`src/rtl/tblacc_pkg.sv`:
```
`timescale 1ns/1ps
package tblacc_pkg;

  typedef enum logic [1:0] {
    PM_HOLD     = 2'd0,
    PM_POST_INC = 2'd1,
    PM_POST_DEC = 2'd2,
    PM_PRE_INC  = 2'd3
  } ptr_mode_e;

  typedef enum logic [1:0] {
    ST_IDLE   = 2'd0,
    ST_ACCESS = 2'd1,
    ST_FINISH = 2'd2
  } xfer_state_e;

  typedef enum logic [1:0] {
    STEP_NONE = 2'd0,
    STEP_UP   = 2'd1,
    STEP_DOWN = 2'd2
  } step_e;

  localparam logic CFG_SEL_PTR   = 1'b0;
  localparam logic CFG_SEL_LATCH = 1'b1;

endpackage

```
`src/rtl/tblacc_seq.sv`:
```
`timescale 1ns/1ps
module tblacc_seq
  import tblacc_pkg::*;
(
  input  logic       clk,
  input  logic       rst_n,
  input  logic       req_valid,
  input  logic       req_write,
  input  logic [1:0] req_mode,
  input  logic       cfg_we,
  output logic       req_ready,
  output logic       busy,
  output logic       done,
  output logic       acc_rd,
  output logic       acc_wr,
  output logic       capture,
  output logic       cfg_take,
  output step_e      ptr_step
);

  xfer_state_e state_q, state_d;
  logic        write_q;
  ptr_mode_e   mode_q;
  logic        done_q;
  logic        accept;

  assign req_ready = (state_q == ST_IDLE) && !cfg_we;
  assign accept    = req_valid && req_ready;
  assign cfg_take  = cfg_we && (state_q == ST_IDLE);
  assign busy      = (state_q != ST_IDLE);
  assign done      = done_q;
  assign acc_rd    = (state_q == ST_ACCESS) && !write_q;
  assign acc_wr    = (state_q == ST_ACCESS) &&  write_q;
  assign capture   = (state_q == ST_FINISH) && !write_q;

  always_comb begin
    state_d = state_q;
    unique case (state_q)
      ST_IDLE:   if (accept) state_d = ST_ACCESS;
      ST_ACCESS: state_d = ST_FINISH;
      ST_FINISH: state_d = ST_IDLE;
      default:   state_d = ST_IDLE;
    endcase
  end

  always_comb begin
    ptr_step = STEP_NONE;
    if (accept && (ptr_mode_e'(req_mode) == PM_PRE_INC)) begin
      ptr_step = STEP_UP;
    end else if (state_q == ST_FINISH) begin
      if (mode_q == PM_POST_INC)      ptr_step = STEP_UP;
      else if (mode_q == PM_POST_DEC) ptr_step = STEP_DOWN;
    end
  end

  always_ff @(posedge clk or negedge rst_n) begin
    if (!rst_n) begin
      state_q <= ST_IDLE;
      write_q <= 1'b0;
      mode_q  <= PM_HOLD;
      done_q  <= 1'b0;
    end else begin
      state_q <= state_d;
      done_q  <= (state_q == ST_FINISH);
      if (accept) begin
        write_q <= req_write;
        mode_q  <= ptr_mode_e'(req_mode);
      end
    end
  end

endmodule

```
`src/rtl/tblacc_ptr.sv`:
```
`timescale 1ns/1ps
module tblacc_ptr
  import tblacc_pkg::*;
#(
  parameter int ADDR_W = 21
) (
  input  logic              clk,
  input  logic              rst_n,
  input  logic              load_en,
  input  logic [ADDR_W-1:0] load_val,
  input  step_e             step,
  output logic [ADDR_W-1:0] ptr_q
);

  localparam logic [ADDR_W-1:0] ONE = ADDR_W'(1);

  logic [ADDR_W-1:0] ptr_d;

  always_comb begin
    ptr_d = ptr_q;
    if (load_en) begin
      ptr_d = load_val;
    end else begin
      unique case (step)
        STEP_UP:   ptr_d = ptr_q + ONE;
        STEP_DOWN: ptr_d = ptr_q - ONE;
        default:   ptr_d = ptr_q;
      endcase
    end
  end

  always_ff @(posedge clk or negedge rst_n) begin
    if (!rst_n) ptr_q <= '0;
    else        ptr_q <= ptr_d;
  end

endmodule

```
`src/rtl/tblacc_latch.sv`:
```
`timescale 1ns/1ps
module tblacc_latch #(
  parameter int DATA_W = 8
) (
  input  logic              clk,
  input  logic              rst_n,
  input  logic              load_en,
  input  logic [DATA_W-1:0] load_val,
  input  logic              cap_en,
  input  logic [DATA_W-1:0] cap_val,
  output logic [DATA_W-1:0] latch_q
);

  always_ff @(posedge clk or negedge rst_n) begin
    if (!rst_n)       latch_q <= '0;
    else if (load_en) latch_q <= load_val;
    else if (cap_en)  latch_q <= cap_val;
  end

endmodule

```
`src/rtl/tblacc_unit.sv`:
```
`timescale 1ns/1ps
module tblacc_unit
  import tblacc_pkg::*;
#(
  parameter int ADDR_W = 21,
  parameter int DATA_W = 8
) (
  input  logic              clk,
  input  logic              rst_n,
  input  logic              req_valid,
  output logic              req_ready,
  input  logic              req_write,
  input  logic [1:0]        req_mode,
  output logic              busy,
  output logic              done,
  input  logic              cfg_we,
  input  logic              cfg_sel,
  input  logic [ADDR_W-1:0] cfg_wdata,
  output logic [ADDR_W-1:0] tbl_ptr,
  output logic [DATA_W-1:0] tbl_latch,
  output logic [ADDR_W-1:0] mem_addr,
  output logic              mem_rd,
  output logic              mem_wr,
  output logic [DATA_W-1:0] mem_wdata,
  input  logic [DATA_W-1:0] mem_rdata
);

  logic  acc_rd, acc_wr, capture, cfg_take;
  step_e ptr_step;

  tblacc_seq u_seq (
    .clk       (clk),
    .rst_n     (rst_n),
    .req_valid (req_valid),
    .req_write (req_write),
    .req_mode  (req_mode),
    .cfg_we    (cfg_we),
    .req_ready (req_ready),
    .busy      (busy),
    .done      (done),
    .acc_rd    (acc_rd),
    .acc_wr    (acc_wr),
    .capture   (capture),
    .cfg_take  (cfg_take),
    .ptr_step  (ptr_step)
  );

  tblacc_ptr #(.ADDR_W(ADDR_W)) u_ptr (
    .clk      (clk),
    .rst_n    (rst_n),
    .load_en  (cfg_take && (cfg_sel == CFG_SEL_PTR)),
    .load_val (cfg_wdata),
    .step     (ptr_step),
    .ptr_q    (tbl_ptr)
  );

  tblacc_latch #(.DATA_W(DATA_W)) u_latch (
    .clk      (clk),
    .rst_n    (rst_n),
    .load_en  (cfg_take && (cfg_sel == CFG_SEL_LATCH)),
    .load_val (cfg_wdata[DATA_W-1:0]),
    .cap_en   (capture),
    .cap_val  (mem_rdata),
    .latch_q  (tbl_latch)
  );

  assign mem_addr  = tbl_ptr;
  assign mem_rd    = acc_rd;
  assign mem_wr    = acc_wr;
  assign mem_wdata = tbl_latch;

endmodule

```
`config.mk`:
```
export PLATFORM = sky130hd
export DESIGN_NAME = tblacc_unit
export DESIGN_NICKNAME = d
export VERILOG_FILES = /design/src/rtl/tblacc_pkg.sv /design/src/rtl/tblacc_seq.sv /design/src/rtl/tblacc_ptr.sv /design/src/rtl/tblacc_latch.sv /design/src/rtl/tblacc_unit.sv
export SDC_FILE = /design/constraint.sdc
export NUM_CORES = 1
export LEC_CHECK = 0
export BUFFER_PORTS_ARGS = -buffer_cell sky130_fd_sc_hd__buf_2
export CORE_MARGIN = 5
export CORE_UTILIZATION = 39
export DETAILED_ROUTE_END_ITERATION = 7
export PLACE_DENSITY = 0.65
export SLEW_MARGIN = 20
export SYNTH_ARGS = -nofsm -noshare
export SYNTH_HDL_FRONTEND = slang
export SYNTH_SLANG_ARGS = --single-unit
```
`constraint.sdc`:
```
create_clock -name clk -period 11.8 [get_ports clk]
set_clock_uncertainty 0.15 [all_clocks]
set_input_delay 1.18 -clock clk [delete_from_list [all_inputs] [get_ports clk]]
set_output_delay 1.18 -clock clk [all_outputs]
set_load 0.01 [all_outputs]
```
Word level (Yosys, flattened, before mapping)
Cells that the tools add are included.
{"block": "word_totals", "reg_bits": 35, "in_bits": 37, "output_inout_bits": 63, "wordCells": 42}
{"block": "classes", "add_sub_neg": 2, "eq_ne": 8, "n_mux": 10, "n_bitwise": 1, "n_reduce_logical": 15}
{"op": "21-bit one-hot mux with 2 select lines", "n": 1}
{"op": "21-bit by 1-bit adder with 21-bit output, second input constant", "n": 1}
{"op": "21-bit 2-to-1 mux", "n": 1}
{"op": "21-bit by 1-bit subtractor with 21-bit output, second input constant", "n": 1}
{"op": "8-bit 2-to-1 mux", "n": 2}
{"op": "2-bit 2-to-1 mux", "n": 5}
{"op": "1-bit logical AND", "n": 9}
{"op": "2-bit == test, second input constant", "n": 4}
{"op": "2-bit by 1-bit == test with 1-bit output, second input constant", "n": 3}
{"op": "2-bit one-hot mux with 2 select lines", "n": 1}
{"op": "2-bit nonzero test", "n": 2}
{"op": "3-bit nonzero test", "n": 1}
{"op": "1-bit zero test", "n": 2}
{"op": "2-bit zero test", "n": 1}
{"op": "2-bit by 1-bit inequality test with 1-bit output, second input constant", "n": 1}
{"op": "1-bit inverter", "n": 1}

Longest topological paths before layout
Gate-level depths: netlist of run 1.
{"block": "logic_depth", "depth_word": 8, "depth_mapped": 20, "depth_no_buf": 15}

By module
From an unflattened synthesis of run 1, not the netlist that was laid out.
{"block": "hier_totals", "hier_cells": 318, "area_unflattened_um2": 2697.6}
{"module": "tblacc_ptr", "instances": 1, "cells_per_inst": 231, "area_per_inst_um2": 1808.0, "seq_area_each_um2": 525.5}
{"module": "tblacc_latch", "instances": 1, "cells_per_inst": 34, "area_per_inst_um2": 372.9, "seq_area_each_um2": 200.2}
{"module": "tblacc_seq", "instances": 1, "cells_per_inst": 22, "area_per_inst_um2": 282.8, "seq_area_each_um2": 150.1}
{"module": "tblacc_unit", "instances": 1, "cells_per_inst": 31, "area_per_inst_um2": 234.0, "seq_area_each_um2": 0.0}

Worst setup path after synthesis of run 1
No wires, ideal clock.
{"block": "synth_timing", "kind": "input to register", "startpoint": "input port cfg_we", "endpoint": "register u_ptr.ptr_q[16]", "setup_ns": 0.082, "arrival_time_ns": 4.598, "t_required_ns": 11.568, "setup_slack_ns": 6.970, "stages": 18, "path_buffers": 5, "cell_sequence": "nor2_1 -> and2_1 -> clkbuf_1 -> a31oi_1 -> ha_1 -> buf_2 -> clkbuf_1 -> buf_2 -> buf_1 -> xor2_1 -> ha_1 -> and3b_1 -> o21ai_2 -> a21oi_1 -> a311oi_2 -> xnor2_1 -> or3_1 -> a31oi_1"}
{"block": "synth_via", "elab_chain_cells": 8, "elab_cells_between_ends": 12, "classes_between": "eq/ne: 2; mux: 3; reduce/logical: 7"}
{"item": "start, declared", "line_no": "tblacc_unit.sv:16", "source": "input logic cfg_we,"}
{"item": "1-bit zero test", "line_no": "tblacc_seq.sv:27", "source": "assign req_ready = (state_q == ST_IDLE) && !cfg_we;"}
{"item": "1-bit logical AND", "line_no": "tblacc_seq.sv:27"}
{"item": "1-bit logical AND", "line_no": "tblacc_seq.sv:28", "source": "assign accept = req_valid && req_ready;"}
{"item": "1-bit logical AND", "line_no": "tblacc_seq.sv:48", "source": "if (accept && (ptr_mode_e'(req_mode) == PM_PRE_INC)) begin"}
{"item": "2-bit 2-to-1 mux", "line_no": "tblacc_seq.sv:48"}
{"item": "2-bit == test / 2-bit by 1-bit == test with 1-bit output (equally long branches)", "line_no": "tblacc_ptr.sv:24", "source": "unique case (step)"}
{"item": "21-bit one-hot mux with 2 select lines", "line_no": "tblacc_ptr.sv:24"}
{"item": "21-bit 2-to-1 mux", "line_no": "tblacc_ptr.sv:21", "source": "if (load_en) begin"}
{"item": "end signal, assigned", "line_no": "tblacc_ptr.sv:34", "source": "else ptr_q <= ptr_d;"}
{"item": "end, declared", "line_no": "tblacc_ptr.sv:12", "source": "output logic [ADDR_W-1:0] ptr_q"}
Parallel ways exist; a longest one is shown, timed or not.
A chain may end at the register's enable or synchronous reset.

Final worst setup path of run 1
Ends and elaborated chain as after synthesis.

==> impl_metrics.toml, run 1 <==
[finish]
utilization_pct = 45.03
final_common_cell = "buf_2"
multi_input_area_um2 = 1877
area_growth_pct = 11.07
layout.cells.non_filler = 550
drive_gt1_share_pct = 27.46
layout_common_cells = "buf_2 (99), nor2_1 (43), dfrtp_1 (35)"
stdcell_area_um2 = 3516
fin_nets = 487
fillers = 804
seq_area_um2 = 875.8
antenna_cells = 0

[drt]
wl_met1_um = 3799
vias = 3152
drtAntennaViolNets = 0
wl_met2_um = 4104
drt-pass1-iter-count = 4
vias_per_cell = 5.731
drc = 0
top_layer = "met4"
drt_iter0_markers = 168
wl_met3_um = 715
wl_per_cell_um = 15.79
wirelength_um = 8685

[grt]
grt_antenna_before_repair = 0
gr-total-overflow = 0
grt_pass1_wl_um = 14610
grt.total_usage_pct = 17.61
grt_pass1_vias = 3113
grt_max_degree = 55

[placement]
hpwl_um = 6177
gp_congestion = 0.9253
dpl_cell_area_um2 = 3417
dp.cells = 542
port-buffer-count = 99

[critical_path]
crit_path_end_kind = "register"
cpPeakStageDelay_ns = 0.55
r2r_cells = 16
arrival_ns = 4.67
r2r_slack_ns = 7.64
slowest_stage = "a21oi_1"
worstPathRequired_ns = 11.87
r2r_end = "u_ptr.ptr_q[16]$_DFFE_PN0P_"
crit_fanout = 54
startpoint = "cfg_we"
r2r-start = "u_seq.state_q[0]$_DFFE_PN0P_"
critPathKind = "in2reg"
worstSetupStartpointType = "input pin"
path_cells = "buf_2 > nor2_1 > and2_1 > a31oi_1 > ha_1 > buf_4 > xor2_1 > ha_1 > nor3b_1 > o21ai_1 > a21oi_1 > a311oi_2 > xnor2_1 > or3_1 > a31oi_1"
crit_end = "u_ptr.ptr_q[16]$_DFFE_PN0P_"

[clocking]
cts_sinks = 35
cts_made_buffers = 5
root_buffer = "clkbuf_8"
clkTransAtPathRegs_ns = 0.08
cts_hold_buf = 0
htree_levels = 2
clock_latency_ns = 0.29
cts_tree = "yes"
cts-resized-gates = 0
clock_path_buffers = 2
cts_setup_buffers = 0

[sta]
rsz0062_at_grt = "no"
final-hold-violation-count = 0
setup_violations = 0
drv_slew = 0
tns_ns = 0
fmax_mhz = 217.7
finalCritPeriodShare_pct = 38.92
maxSlewHeadroom_pct = 34.42
holdWs_ns = 0.3372
worst_pin_slew_ns = 0.9836
fin_crit_ns = 4.593

[min_path]
worstHoldStart = "u_seq.state_q[1]$_DFFE_PN0P_"
hold_path_class = "reg2reg"

[floorplanning]
die_h_um = 100.1
start_util_pct = 40.54
die-area_um2 = 10020
ios = 100
dieWidth_um = 100.1
coreArea_um2 = 7807
rows = 32

[yosys]
async_flop_share_pct = 100.0
synth-seq-cells = 35
synthFlopType = "dfrtp_1"
synth_enable_flop_cells = 0
synth.distinct_cells = 66
postSynthCellCount = 406
synth_area_per_cell_um2 = 7.797
yosysTopAreaCell = "dfrtp_1"
synthTopCellsByArea = "dfrtp_1 (28%), buf_4 (6.9%), nor2_1 (5.1%), a21oi_1 (4.7%), xnor2_1 (4.2%)"
netlist_area_um2 = 3166
yosysTopAreaCellShare_pct = 27.67
ys_warn_count = 0
seq_area_frac_synth_pct = 27.67
synth_nets = 446

[power]
power_leakage_uw = 0.001558
power_density_nw_per_um2 = 155.3
ir_drop_uv = 93.90

[outcome]
outcome = "completed"

[job]
drv_cap = 0
-- sequential cells by signal, indices dropped and copies added (netlist names) --
register	count
u_seq.state_q	2
u_latch.latch_q	8
u_seq.mode_q	2
u_ptr.ptr_q	21
u_seq.done	1
u_seq.write_q	1
-- layout make-up --
class	count	area share, %
Sequential cell	35	24.91
Inverter	7	0.7473
Tap cell	102	3.630
Multi-Input combinational cell	297	53.38
Clock inverter	2	0.4626
Timing Repair Buffer	101	14.52
Clock buffer	6	2.349
-- synthesized netlist by cell type, types with 3 or more instances --
| cell type | count |
|---|---|
| nor2_1 | 43 |
| dfrtp_1 | 35 |
| nand2_1 | 34 |
| a21oi_1 | 30 |
| buf_4 | 29 |
| clkbuf_1 | 26 |
| o21ai_0 | 21 |
| xnor2_1 | 15 |
| or3_1 | 11 |
| buf_2 | 9 |
| a22oi_1 | 8 |
| nor3_1 | 8 |
| xor2_1 | 8 |
| a31oi_1 | 7 |
| mux2i_1 | 6 |
| nand3_1 | 6 |
| inv_1 | 5 |
| nor2b_1 | 5 |
| a211oi_1 | 4 |
| a32oi_1 | 4 |
| and4_1 | 4 |
| nand2b_1 | 4 |
| o31a_1 | 4 |
| a21o_1 | 3 |
| a31o_2 | 3 |
| and3_1 | 3 |
| and3b_1 | 3 |
| ha_1 | 3 |
| mux2_2 | 3 |
| nand4_1 | 3 |
| nor3b_1 | 3 |
| nor4_1 | 3 |
| o21a_1 | 3 |
| o22ai_1 | 3 |
| o2bb2ai_1 | 3 |
| o31ai_1 | 3 |
-- worst max-delay path, delay by kind of cell --
kind	cells	cell delay, ns
simple gates	4	0.78
compound gates	5	1.35
buf+inv	2	0.54
xor+xnor	2	0.39
fa+ha+maj	2	0.41
-- metal layers --
metal  track usage (%)  up-vias
met1             23.21     1490
met2             29.55      136
met5                 0        -
met3             4.100        8
met4             3.731        0
li1                  -     1518
-- worst min-delay path by stage --
stage               slack (ns)                           end  cells after the start
floorplan                 0.29  u_seq.state_q[1]$_DFFE_PN0P_                      1
global placement          0.32  u_seq.state_q[1]$_DFFE_PN0P_                      1
detailed placement        0.33  u_seq.state_q[1]$_DFFE_PN0P_                      1
CTS                       0.34  u_seq.state_q[1]$_DFFE_PN0P_                      1
global route              0.37  u_seq.state_q[1]$_DFFE_PN0P_                      1
finish                    0.34  u_seq.state_q[1]$_DFFE_PN0P_                      1
-- kinds of logic after synthesis --
logic type | count (synthesis) | share of synthesized area (%)
XOR/XNOR | 23 | 6.364
flip-flops | 35 | 27.67
AND/OR/NAND/NOR | 143 | 23.16
multiplexers | 9 | 2.964
adder cells (fa/ha/maj) | 3 | 1.186
buffers and inverters | 74 | 13.04
AO/OA/AOI/OAI | 119 | 25.61
-- power by group --
part           total [µW]  internal (µW)  switching [µW]
Combinational         231            106             125
Clock                97.4           47.7            49.7
Sequential            217            148            69.5
Total                 546            302             244
-- per-stage QoR --
| step | setup slack, ns | power (µW) |
|---|---|---|
| final | 7.207 | 546.0 |
| after global routing | 6.843 | 589.6 |
| after CTS | 7.270 | 550.6 |
| after detailed placement | 6.968 | 451.3 |
| after global placement | 7.072 | 449.6 |
| after floorplan | 6.970 | 398.8 |
Power figures use the tool's default switching activity.
==> run 2, diff against run 1 <==
--- a/config.mk
+++ b/config.mk
@@ -9,7 +9,7 @@
 export CORE_MARGIN = 5
 export CORE_UTILIZATION = 39
 export DETAILED_ROUTE_END_ITERATION = 7
-export PLACE_DENSITY = 0.65
+export PLACE_DENSITY = 0.67
 export SLEW_MARGIN = 20
 export SYNTH_ARGS = -nofsm -noshare
 export SYNTH_HDL_FRONTEND = slang
==> constraint.sdc (replaced) <==
create_clock -name clk -period 4 [get_ports clk]
set_clock_uncertainty 0.15 [all_clocks]
set_input_delay 0.4 -clock clk [delete_from_list [all_inputs] [get_ports clk]]
set_output_delay 0.4 -clock clk [all_outputs]
set_load 0.01 [all_outputs]
==> run 2 against run 1 <==
  * Clock power rose to 2.7 times the previous value
  * Worst hold slack got worse by 0.30 ns
  * Power rose to 2.9 times the previous value
  * Clock-buffer cell count fell by 1
  * Wire length fell by 2.4%
  * Flip-flop and latch count did not move
  * Critical endpoint unchanged
  * Largest cell class unchanged
==> impl_metrics.toml, run 2 (same netlist as run 1, synthesis figures left out) <==
[outcome]
outcome = "completed"

[placement]
pre_cts_slack_ns = 0.3708
gp_congestion = 0.9306
dpl_cell_area_um2 = 3471
hpwl_um = 6244
port-buffer-count = 99

[critical_path]
r2r-start = "u_seq.state_q[0]$_DFFE_PN0P_"
worstPathRequired_ns = 4.06
critPathKind = "reg2reg"
r2r_cells = 15
r2r_slack_ns = 0.36
arrival_ns = 3.71
crit_fanout = 5
path_cells = "nor2_2 > inv_1 > nor2_2 > and2_1 > a31oi_1 > ha_1 > xor2_1 > ha_1 > nor3b_1 > o21ai_1 > a21oi_2 > a311oi_2 > xnor2_1 > or3_1 > a31oi_1"
crit_path_end_kind = "register"
cpPeakStageDelay_ns = 0.40
worstSetupStartpointType = "register"
r2r_end = "u_ptr.ptr_q[16]$_DFFE_PN0P_"
slowest_stage = "dfrtp_1"

[floorplanning]
die_h_um = 100.1
coreArea_um2 = 7807
start_util_pct = 40.54
dieWidth_um = 100.1
die-area_um2 = 10020
ios = 100
rows = 32

[finish]
largest_register = "u_ptr.ptr_q"
drive_gt1_share_pct = 28.92
stdcell_area_um2 = 3560
final_common_cell = "buf_2"
layout_common_cells = "buf_2 (99), nor2_1 (41), dfrtp_1 (35)"
antenna_cells = 0
largestRegisters = "u_ptr.ptr_q: 21 flops, u_latch.latch_q: 8 flops"
area_growth_pct = 12.45
largest_register_ffs = 21
fin_nets = 492

[drt]
vias = 3142
drc = 0
drtAntennaViolNets = 0
wirelength_um = 8478
wl_per_cell_um = 15.28
vias_per_cell = 5.661
drt-pass1-iter-count = 5
drt_iter0_markers = 166

[clocking]
clock_latency_ns = 0.29
cts_tree = "yes"
htree_levels = 2
clkTransAtPathRegs_ns = 0.08
cts_setup_buffers = 0
cts-resized-gates = 0
cts_hold_buf = 0
cts_made_buffers = 5
clock_path_buffers = 2
cts_sinks = 35
root_buffer = "clkbuf_8"

[sta]
holdWs_ns = 0.03795
final-hold-violation-count = 0
finalCritPeriodShare_pct = 91.09
fin_ws_ns = 0.3566
rsz0062_at_grt = "no"
fin_crit_ns = 3.643
fmax_mhz = 274.5
tns_ns = 0
setup_violations = 0
maxSlewHeadroom_pct = 44.13
worst_pin_slew_ns = 0.8350
drv_slew = 0

[power]
ir_drop_uv = 339.6
power_leakage_uw = 0.001577
power_density_nw_per_um2 = 448.4

[grt]
use_met1_pct = 23.23
grt_max_degree = 36
grt_pass1_wl_um = 14150
gr-total-overflow = 0
grt_busiest_layer = "met2"
gr-usage-met3_pct = 3.405
grt_antenna_before_repair = 0
gr-usage-met2_pct = 28.37
grt_pass1_vias = 2958
grt.total_usage_pct = 17.07

[min_path]
hold_path_class = "in2async"

[job]
drv_cap = 0
## run 2: metrics by stage
step / util [%] / total power, µW / std cells
after floorplan: - / 1185 / 406
after CTS: 45.59 / 1612 / 555
after global placement: 44.46 / 1329 / 547
final: 45.59 / 1596 / 555
after detailed placement: 44.46 / 1337 / 547
after global routing: 45.59 / 1730 / 555
## run 2: worst max path at each step
stage | end | cells past startpoint | from
floorplan | u_ptr.ptr_q[16]$_DFFE_PN0P_ | 20 | u_seq.state_q[0]$_DFFE_PN0P_
CTS | u_ptr.ptr_q[16]$_DFFE_PN0P_ | 14 | u_seq.state_q[1]$_DFFE_PN0P_
global placement | u_ptr.ptr_q[14]$_DFFE_PN0P_ | 13 | cfg_we
finish | u_ptr.ptr_q[16]$_DFFE_PN0P_ | 15 | u_seq.state_q[0]$_DFFE_PN0P_
global route | u_ptr.ptr_q[16]$_DFFE_PN0P_ | 14 | u_seq.state_q[1]$_DFFE_PN0P_
detailed placement | u_ptr.ptr_q[16]$_DFFE_PN0P_ | 13 | cfg_we
## run 2: critical path, delay by kind of cell, from the launching register on
kind	cells	cell delay (ns)
and+or+nand+nor	5	0.95
DFF	1	0.40
AOI/OAI and AO/OA	5	1.25
buffers and inverters	1	0.07
xor gates and xnor gates	2	0.28
adders and majority gates	2	0.48
## run 2: layer usage
metal | wire length, µm | part of all wire [%]
met2 | 3893 | 46
met3 | 687 | 8.1
met1 | 3813 | 45
met5 | 0 | 0
met4 | 83 | 0.98
## run 2: cell type report
cell class              count  area [µm²]
repair buffers            106       548.0
clock buffers               5       68.82
fillers                   791        4248
multi-input cells         297        1893
clock inverters             3       20.02
inverters                   7       26.28
flip-flops and latches     35       875.8
well taps                 102       127.6
## run 2: report_power, final
part	switching [µW]	total [µW]	internal [µW]
registers	204	640	436
clock network	146	267	121
logic	368	689	321
total	718	1600	879
==> run 3, diff against run 2 <==
--- a/config.mk
+++ b/config.mk
@@ -6,7 +6,7 @@
 export NUM_CORES = 1
 export LEC_CHECK = 0
 export BUFFER_PORTS_ARGS = -buffer_cell sky130_fd_sc_hd__buf_2
-export CORE_MARGIN = 5
+export CORE_MARGIN = 2
 export CORE_UTILIZATION = 39
 export DETAILED_ROUTE_END_ITERATION = 7
 export PLACE_DENSITY = 0.67
==> run 3 against run 2 <==
  * Non-clock buffer count decreased by 1
  * Sequential share of layout area decreased by 0.10 points
  * Worst hold slack got worse by 0.014 ns
  * Highest routed layer unchanged
  * Die area decreased by 12%
==> impl_metrics.toml, run 3 (same netlist as run 1, synthesis figures left out) <==
[outcome]
outcome = "completed"

[grt]
grt_antenna_before_repair = 0
grt.total_usage_pct = 19.58
gr-total-overflow = 0
grt_pass1_wl_um = 13790
grt_pass1_vias = 2869
grt_max_degree = 54

[placement]
dp.cells = 546
port-buffer-count = 99
dpl_cell_area_um2 = 3476
gp_congestion = 0.8975
hpwl_um = 6062
pre_cts_slack_ns = 0.3855

[sta]
maxSlewHeadroom_pct = 42.63
rsz0062_at_grt = "no"
tns_ns = 0
fmax_mhz = 272.2
worst_pin_slew_ns = 0.8573
final-hold-violation-count = 0
finalCritPeriodShare_pct = 91.85
drv_slew = 0
fin_ws_ns = 0.3261
setup_violations = 0
fin_crit_ns = 3.674

[floorplanning]
coreArea_um2 = 7807
rows = 32
die_h_um = 94.10
start_util_pct = 40.54
die-area_um2 = 8854
dieWidth_um = 94.10
ios = 100

[finish]
fin_nets = 491
largestRegisters = "u_ptr.ptr_q: 21 flops, u_latch.latch_q: 8 flops"
multi_input_area_um2 = 1893
area_growth_pct = 12.92
antenna_cells = 0
drive_gt1_share_pct = 28.76
largest_register = "u_ptr.ptr_q"
layout.cells.non_filler = 554
largest_register_ffs = 21
final_common_cell = "buf_2"
layout_common_cells = "buf_2 (99), nor2_1 (41), dfrtp_1 (35)"
seq_area_um2 = 875.8
fillers = 797
stdcell_area_um2 = 3575

[drt]
wl_per_cell_um = 15.45
vias = 3161
wirelength_um = 8560
drc = 0
vias_per_cell = 5.706
drtAntennaViolNets = 0
drt_iter0_markers = 220
drt-pass1-iter-count = 5

[job]
drv_cap = 0

[clocking]
root_buffer = "clkbuf_8"
cts_hold_buf = 0
clock_path_buffers = 2
cts_setup_buffers = 0
cts_sinks = 35
cts_tree = "yes"
clock_latency_ns = 0.31
cts_made_buffers = 5
clkTransAtPathRegs_ns = 0.09
cts-resized-gates = 0
htree_levels = 2

[critical_path]
worstSetupStartpointType = "register"
arrival_ns = 3.75
crit_fanout = 5
crit_path_end_kind = "register"
worstPathRequired_ns = 4.08
critPathKind = "reg2reg"

[power]
power_density_nw_per_um2 = 456.7
seqPwrFrac_pct = 39.7
comb_power_share_pct = 42.5
intPower_uw = 899.4
ir_drop_uv = 289.4
p_clk_share_pct = 17.9
power_leakage_uw = 0.001582
switching_share_pct = 44.90
power_uw = 1632
p_sw_uw = 733.0

[min_path]
hold_path_class = "in2async"
## run 3: power groups by stage
stage,Combinational [µW],Sequential [µW],Clock [µW]
final,693,648,292
after global routing,768,671,312
after CTS,695,643,297
after detailed placement,691,648,0
after global placement,683,639,0
after floorplan,633,553,0
## run 3: metal layers
metal / vias up / global-route usage [%] / wire length [µm]
met4: 0 / 7.488 / 198
met2: 156 / 32.68 / 3917
met3: 18 / 3.130 / 587
met1: 1465 / 25.31 / 3857
li1: 1522 / - / -
met5: - / 0 / 0
## run 3: area by class of cell
cell class                      count  area share [%]
Multi-Input combinational cell    297           52.96
Sequential cell                    35           24.50
Timing Repair Buffer              105           15.47
Tap cell                          102           3.570
Clock buffer                        6           2.310
Inverter                            7          0.7350
Clock inverter                      2          0.4550
## run 3: worst max-delay path: stages (launching register included)
cell and delay (ns):
dfrtp_1 0.40, nor2_2 0.14, inv_1 0.07, nor2_2 0.11
and2_1 0.23, a31oi_1 0.14, ha_1 0.27, xor2_1 0.18
ha_1 0.23, nor3b_1 0.14, o21ai_1 0.35, a21oi_2 0.16
a311oi_2 0.40, xnor2_1 0.13, or3_1 0.31, a31oi_1 0.16
## run 3: worst paths after layout
path                       slack, ns  cells after the start                           start                        endpoint
max                             0.33                     15    u_seq.state_q[0]$_DFFE_PN0P_     u_ptr.ptr_q[16]$_DFFE_PN0P_
min                             0.02                      1                           rst_n    u_seq.state_q[1]$_DFFE_PN0P_
max reg2reg                     0.33                     15    u_seq.state_q[0]$_DFFE_PN0P_     u_ptr.ptr_q[16]$_DFFE_PN0P_
min reg2reg                     0.35                      2  u_latch.latch_q[4]$_DFFE_PN0P_  u_latch.latch_q[4]$_DFFE_PN0P_
max in group asynchronous       3.17                      1                           rst_n      u_ptr.ptr_q[9]$_DFFE_PN0P_
min in group clk                0.15                      3                    mem_rdata[1]  u_latch.latch_q[1]$_DFFE_PN0P_
## run 3: through the flow
stage | hold WS (ns) | utilization (%)
floorplan | -0.04559 | -
global placement | 0.3273 | 44.52
detailed placement | 0.3318 | 44.52
CTS | 0.06047 | 45.79
global route | 0.1055 | 45.79
finish | 0.02429 | 45.79
